--- config.mk ---
export PLATFORM = sky130hd
export DESIGN_NAME = sar_serial_if
export DESIGN_NICKNAME = d
export VERILOG_FILES = /design/src/rtl/sar_if_pkg.sv /design/src/rtl/sar_if_sync.sv /design/src/rtl/sar_if_timer.sv /design/src/rtl/sar_if_frame.sv /design/src/rtl/sar_serial_if.sv
export SDC_FILE = /design/constraint.sdc
export NUM_CORES = 1
export LEC_CHECK = 0
export BUFFER_PORTS_ARGS = -buffer_cell sky130_fd_sc_hd__buf_2
export CORE_ASPECT_RATIO = 1.5
export CORE_MARGIN = 2
export CORE_UTILIZATION = 62
export CTS_CLUSTER_DIAMETER = 30
export DETAILED_ROUTE_END_ITERATION = 10
export GPL_TIMING_DRIVEN = 0
export PLACE_DENSITY = 0.83
export SLEW_MARGIN = 20
export SYNTH_ARGS = -nofsm -noshare
export SYNTH_HDL_FRONTEND = slang
export SYNTH_SLANG_ARGS = --single-unit
--- constraint.sdc ---
create_clock -name clk -period 4.7 [get_ports clk]
set_input_delay 0 -clock clk [delete_from_list [all_inputs] [get_ports clk]]
set_output_delay 0 -clock clk [all_outputs]
set_load 0.01 [all_outputs]
--- src/rtl/sar_if_pkg.sv ---
// Shared constants for the serial SAR converter interface model.
// Assumes a frame of LEAD_W zero bits followed by the sample word.
package sar_if_pkg;
    localparam int LEAD_W    = 4;   // leading zero bits per frame
    localparam int PD_FIRST  = 2;   // first edge count that enters low power on release
    localparam int PD_LAST   = 9;   // last edge count that enters low power on release
    localparam int WAKE_EDGE = 10;  // edge count of a dummy frame that leaves low power
    localparam int ACQ_BACK  = 3;   // acquisition armed this many edges before frame end
endpackage

--- src/rtl/sar_if_sync.sv ---
// Two-stage synchronizer with edge detection for N asynchronous inputs.
// Assumes each input level is held for at least two system clock cycles.
// An edge pulse lasts one cycle and appears two cycles after the input change.
module sar_if_sync #(
    parameter int           N       = 2,
    parameter logic [N-1:0] RST_VAL = '1
) (
    input  logic         clk,
    input  logic         rst_n,
    input  logic [N-1:0] din,
    output logic [N-1:0] rise,
    output logic [N-1:0] fall
);
    for (genvar i = 0; i < N; i++) begin : g_bit
        logic s1, s2, s3;
        // Purpose: resynchronize one input and keep its previous level.
        always_ff @(posedge clk) begin
            if (!rst_n) begin
                s1 <= RST_VAL[i];
                s2 <= RST_VAL[i];
                s3 <= RST_VAL[i];
            end else begin
                s1 <= din[i];
                s2 <= s1;
                s3 <= s2;
            end
        end
        assign rise[i] = s2 & ~s3;
        assign fall[i] = ~s2 & s3;
    end
endmodule

--- src/rtl/sar_if_timer.sv ---
// Reloadable down-counter: busy for LOAD cycles after a load pulse.
// Assumes LOAD >= 1.
module sar_if_timer #(
    parameter int LOAD = 4
) (
    input  logic clk,
    input  logic rst_n,
    input  logic load,
    output logic busy
);
    localparam int W = (LOAD < 2) ? 1 : $clog2(LOAD + 1);
    logic [W-1:0] count;

    // Purpose: reload on request, otherwise count down to zero.
    always_ff @(posedge clk) begin
        if (!rst_n)
            count <= '0;
        else if (load)
            count <= W'(LOAD);
        else if (count != '0)
            count <= count - 1'b1;
    end

    assign busy = (count != '0);
endmodule

--- src/rtl/sar_if_frame.sv ---
// Frame controller: counts falling serial-clock edges, shifts out the frame,
// and decides abort, acquisition, low-power entry and exit, and validity.
// Assumes the edge pulses come from sar_if_sync, and that a chip-select edge
// and a serial-clock edge never arrive in the same cycle.
module sar_if_frame
    import sar_if_pkg::*;
#(
    parameter int DATA_W = 12
) (
    input  logic              clk,
    input  logic              rst_n,
    input  logic              cs_fall,
    input  logic              cs_rise,
    input  logic              sclk_fall,
    input  logic              sclk_rise,
    input  logic [DATA_W-1:0] sample,
    input  logic              quiet_busy,
    input  logic              wake_busy,
    output logic              sdo,
    output logic              sdo_en,
    output logic              pwr_down,
    output logic              data_valid,
    output logic              proto_err,
    output logic              hiz_evt,
    output logic              wake_start
);
    localparam int FRAME_W = LEAD_W + DATA_W;
    localparam int CNT_W   = $clog2(FRAME_W + 1);
    localparam logic [CNT_W-1:0] C_END  = CNT_W'(FRAME_W);
    localparam logic [CNT_W-1:0] C_ACQ  = CNT_W'(FRAME_W - ACQ_BACK);
    localparam logic [CNT_W-1:0] C_WAKE = CNT_W'(WAKE_EDGE);
    localparam logic [CNT_W-1:0] C_PD_A = CNT_W'(PD_FIRST);
    localparam logic [CNT_W-1:0] C_PD_B = CNT_W'(PD_LAST);

    logic               active;
    logic [CNT_W-1:0]   cnt;
    logic [CNT_W-1:0]   cnt_inc;
    logic [FRAME_W-1:0] shreg;
    logic               acq_ok;
    logic               valid_next;
    logic               dummy;
    logic               pd_window;

    assign cnt_inc   = cnt + 1'b1;
    assign pd_window = (cnt >= C_PD_A) && (cnt <= C_PD_B);

    // Purpose: frame sequencing, power state and per-frame status.
    always_ff @(posedge clk) begin
        if (!rst_n) begin
            active     <= 1'b0;
            cnt        <= '0;
            shreg      <= '0;
            acq_ok     <= 1'b0;
            valid_next <= 1'b0;
            dummy      <= 1'b0;
            pwr_down   <= 1'b0;
            data_valid <= 1'b0;
            proto_err  <= 1'b0;
        end else if (cs_fall) begin
            active     <= 1'b1;
            cnt        <= '0;
            shreg      <= {{LEAD_W{1'b0}}, sample};
            acq_ok     <= 1'b0;
            dummy      <= pwr_down;
            proto_err  <= quiet_busy | wake_busy;
            data_valid <= valid_next & ~pwr_down & ~quiet_busy & ~wake_busy;
        end else if (cs_rise) begin
            active     <= 1'b0;
            if (pd_window)
                pwr_down <= 1'b1;
            valid_next <= dummy ? (cnt >= C_WAKE) : acq_ok;
        end else begin
            if (sclk_fall && active) begin
                cnt   <= cnt_inc;
                shreg <= {shreg[FRAME_W-2:0], 1'b0};
                if (cnt_inc == C_END)
                    active <= 1'b0;
                if (dummy && cnt_inc == C_WAKE)
                    pwr_down <= 1'b0;
            end
            if (sclk_rise && active && cnt >= C_ACQ)
                acq_ok <= 1'b1;
        end
    end

    assign sdo        = active & shreg[FRAME_W-1];
    assign sdo_en     = active;
    assign hiz_evt    = active & (cs_rise | (sclk_fall & (cnt_inc == C_END)));
    assign wake_start = cs_fall & pwr_down;
endmodule

--- src/rtl/sar_serial_if.sv ---
// Top of the serial SAR converter interface model. It oversamples chip select
// and serial clock with the system clock, runs the frame controller, and times
// the quiet gap and the wake-up interval in system clock cycles.
// Assumes serial-clock levels last at least two system clock cycles.
module sar_serial_if #(
    parameter int DATA_W   = 12,
    parameter int CLK_MHZ  = 100,
    parameter int WAKE_NS  = 1000,
    parameter int QUIET_NS = 40
) (
    input  logic              clk,
    input  logic              rst_n,
    input  logic              cs_n,
    input  logic              sclk,
    input  logic [DATA_W-1:0] sample_in,
    output logic              sdo,
    output logic              sdo_en,
    output logic              pwr_down,
    output logic              data_valid,
    output logic              proto_err
);
    localparam int WAKE_RAW  = (CLK_MHZ * WAKE_NS + 999) / 1000;
    localparam int QUIET_RAW = (CLK_MHZ * QUIET_NS + 999) / 1000;
    localparam int WAKE_CYC  = (WAKE_RAW < 1) ? 1 : WAKE_RAW;
    localparam int QUIET_CYC = (QUIET_RAW < 1) ? 1 : QUIET_RAW;

    logic [1:0] rise_v, fall_v;
    logic       quiet_busy, wake_busy, hiz_evt, wake_start;

    sar_if_sync #(.N(2), .RST_VAL(2'b11)) u_sync (
        .clk  (clk),
        .rst_n(rst_n),
        .din  ({sclk, cs_n}),
        .rise (rise_v),
        .fall (fall_v)
    );

    sar_if_timer #(.LOAD(QUIET_CYC)) u_quiet (
        .clk  (clk),
        .rst_n(rst_n),
        .load (hiz_evt),
        .busy (quiet_busy)
    );

    sar_if_timer #(.LOAD(WAKE_CYC)) u_wake (
        .clk  (clk),
        .rst_n(rst_n),
        .load (wake_start),
        .busy (wake_busy)
    );

    sar_if_frame #(.DATA_W(DATA_W)) u_frame (
        .clk       (clk),
        .rst_n     (rst_n),
        .cs_fall   (fall_v[0]),
        .cs_rise   (rise_v[0]),
        .sclk_fall (fall_v[1]),
        .sclk_rise (rise_v[1]),
        .sample    (sample_in),
        .quiet_busy(quiet_busy),
        .wake_busy (wake_busy),
        .sdo       (sdo),
        .sdo_en    (sdo_en),
        .pwr_down  (pwr_down),
        .data_valid(data_valid),
        .proto_err (proto_err),
        .hiz_evt   (hiz_evt),
        .wake_start(wake_start)
    );
endmodule

==> impl_metrics.py <==
metrics = {
    "outcome": {
        "status": "finished, final reports clean",
    },
    "clock_tree": {
        "cts_max_path_buffers": 2,
        "cts.sinks": 44,
        "postCtsSetupRepairBufs": 0,
        "clk_pin_slew_worst_paths_ps": 80,
        "cts_buffers": 5,
        "ctsResizeCount": 0,
        "htreeDepth": 2,
        "clockRootBuffer": "clkbuf_8",
        "cts_hold_buf": 3,
        "cts_tree": "built",
        "clock_latency_ps": 300,
    },
    "pwr": {
        "ir_worst_vdd_mv": 0.3268,
        "report.power.total_uw": 973.5,
        "p_leak_uw": 0.0009168,
        "power_density_nw_per_um2": 416.8,
    },
    "sta": {
        "min_period_ps": 1794,
        "rsz0062_at_grt": "false",
        "timing.fmax_ghz": 0.5574,
        "finalClockSkew_ps": 6.760,
        "fin_crit_sh_pct": 38.17,
        "setup_tns_ps": 0,
        "maxSlewHeadroom_pct": 72.21,
        "slew_viol_final": 0,
        "finalHoldViolCount": 0,
        "worstMarginPinSlew_ps": 416.8,
        "setup_viol": 0,
    },
    "final_layout": {
        "syn2layout_area_growth_pct": 14.82,
        "diodes": 0,
        "final_common_cell": "dfxtp_1",
        "utilization_pct": 73.94,
        "final_cell_mix": "dfxtp_1 (44), nand2_1 (42), buf_2 (22)",
        "fillers": 267,
        "layout-drive-gt1-share_pct": 15.61,
        "final_nets": 292,
    },
    "synthesis": {
        "synth_edf_count": 0,
        "synthXorXnorAreaFrac_pct": 4.305,
        "synth-seq-cells": 44,
        "synth-compound-area-share_pct": 17.16,
        "synth-simple-area-share_pct": 23.12,
        "syn_area_per_cell_um2": 8.548,
        "ys.warnings.count": 0,
        "netlist_area_um2": 2034,
        "synthArstFlopShare_pct": 0,
        "ys.flop_type": "dfxtp_1",
        "syn_inst": 238,
        "synth.distinct_cells": 41,
        "ys_seq_area_share_pct": 43.30,
        "synthAdderAreaFrac_pct": 4.920,
        "muxShareOfSynthArea_pct": 0,
        "synth_fp_nets": 262,
        "synth_top_family_by_area": "simple AND/OR/NAND/NOR gates",
    },
    "global_route": {
        "grt_overflow_total": 0,
        "antenna_found_initial": 0,
        "track_usage_pct": 23.61,
        "grt_pass1_wl_mm": 6.782,
        "grt_max_degree": 15,
        "grt_pass1_vias": 1632,
    },
    "critical_path": {
        "cp_data_required_time_ps": 4890,
        "cp-start-kind": "register",
        "crit_type": "register to register",
        "worstPathMaxFanout": 11,
        "cp.arrival_ps": 1990,
        "cp-end-kind": "register",
    },
    "routing": {
        "post_drt_wl_per_cell_um": 12.71,
        "wirelength_mm": 3.927,
        "drt-initial-drc-count": 57,
        "first_pass_iters": 4,
        "via_count": 1720,
        "ant_nets": 0,
        "avgViaCountPerCell": 5.566,
        "drc": 0,
    },
    "place": {
        "gp_congestion": 0.7965,
        "port_buffers": 20,
        "dp_hpwl_mm": 2.781,
    },
    "die": {
        "initial_core_util_pct": 64.40,
        "core-area_um2": 3159,
        "dieArea_um2": 3765,
        "die_h_um": 74.16,
        "num_io_pins": 21,
        "num_rows": 25,
        "die_w_um": 50.77,
    },
    "min_path": {
        "worstHoldPathType": "input port to register",
    },
    "run": {
        "cap_violations": 0,
    },
}
[power breakdown]
group,switching [uW],internal [uW],leakage [uW],total (uW)
clock,130,174,0.0000614,304
sequential,23.5,411,0.000359,435
combinational,125,109,0.000496,235
[synthesized netlist by cell type (2+ instances only)]
| cell type | instances | area share (%) |
|---|---|---|
| a211oi_1 | 4 | 1.5 |
| a21oi_1 | 15 | 3.7 |
| a31oi_1 | 13 | 4.0 |
| and2_1 | 3 | 0.92 |
| buf_2 | 2 | 0.49 |
| buf_4 | 5 | 1.8 |
| buf_6 | 2 | 1.1 |
| clkbuf_1 | 3 | 0.55 |
| dfxtp_1 | 44 | 43 |
| ha_1 | 8 | 4.9 |
| inv_1 | 11 | 2.0 |
| nand2_1 | 42 | 7.7 |
| nand2b_1 | 10 | 3.1 |
| nand3_1 | 5 | 1.2 |
| nand3b_1 | 2 | 0.74 |
| nor2_1 | 11 | 2.0 |
| nor2b_1 | 3 | 0.92 |
| nor3_1 | 4 | 0.98 |
| nor4_1 | 3 | 0.92 |
| o211ai_1 | 3 | 1.1 |
| o21ai_0 | 15 | 3.7 |
| or3_1 | 3 | 0.92 |
| xnor2_1 | 5 | 2.2 |
| xor2_1 | 5 | 2.2 |
[state kept, by name (all words and copies together), names as in the netlist]
signal,count
u_frame.valid_next,1
u_wake.count,7
u_sync.g_bit.s3,2
u_frame.data_valid,1
u_frame.acq_ok,1
u_frame.sdo_en,1
u_frame.dummy,1
u_frame.proto_err,1
u_sync.g_bit.s1,2
u_quiet.count,3
u_frame.shreg,16
u_frame.pwr_down,1
u_sync.g_bit.s2,2
u_frame.cnt,5
[layer usage]
| layer | vias to the layer above | share of wire [%] | global-route usage, % |
|---|---|---|---|
| li1 | 876 | - | - |
| met1 | 804 | 42 | 25.22 |
| met2 | 33 | 53 | 44.59 |
| met3 | 7 | 3.9 | 3.614 |
| met4 | 0 | 1.5 | 11.71 |
| met5 | - | 0 | 0 |
[worst paths after layout]
path | startpoint | endpoint | slack [ps] | cells past startpoint
setup / recovery | u_frame.cnt[1] | u_frame.pwr_down | 2910 | 5
hold / removal | sample_in[6] | u_frame.shreg[6] | 9 | 3
setup reg to reg | u_frame.cnt[1] | u_frame.pwr_down | 2910 | 5
hold reg to reg | u_sync.g_bit[0].s1 | u_sync.g_bit[0].s2 | 410 | 1
[final cells by class]
cell class | instances | area, um^2 | share of cell area, %
clock inverter | 2 | 38.79 | 1.660
buffer | 13 | 101.3 | 4.339
tap | 40 | 50.05 | 2.142
timing repair buffer | 23 | 130.1 | 5.570
multi-input combinational | 169 | 1007 | 43.12
clock buffer | 6 | 82.58 | 3.535
inverter | 12 | 45.04 | 1.928
sequential | 44 | 880.8 | 37.71
[logic make-up (layout without fill, tap and decap cells)]
family | count (synthesis) | after routing
DFF | 44 | 44
adders and majority gates | 8 | 8
and+or+nand+nor | 94 | 94
AOI/OAI and AO/OA | 57 | 57
buffers and inverters | 25 | 56
xor gates and xnor gates | 10 | 10
[critical path, stage by stage (launching register included)]
cell and delay, ps:
dfxtp_1 510, ha_1 350, and3_1 190, o211ai_1 100
a2111o_1 410, o211a_1 130
[stage by stage]
stage | area, um^2 | hold slack, ps | std cells | setup slack (ps)
2_1_floorplan | 2034 | 101.5 | 238 | 3069
3_3_place_gp | 2185 | 180.5 | 298 | 2932
3_5_place_dp | 2185 | 186.0 | 298 | 2934
4_1_cts | 2336 | 7.652 | 309 | 2915
5_1_grt | 2336 | 29.97 | 309 | 2756
6_report | 2336 | 8.716 | 309 | 2906
No activity file was read; power rests on OpenSTA's default activity.
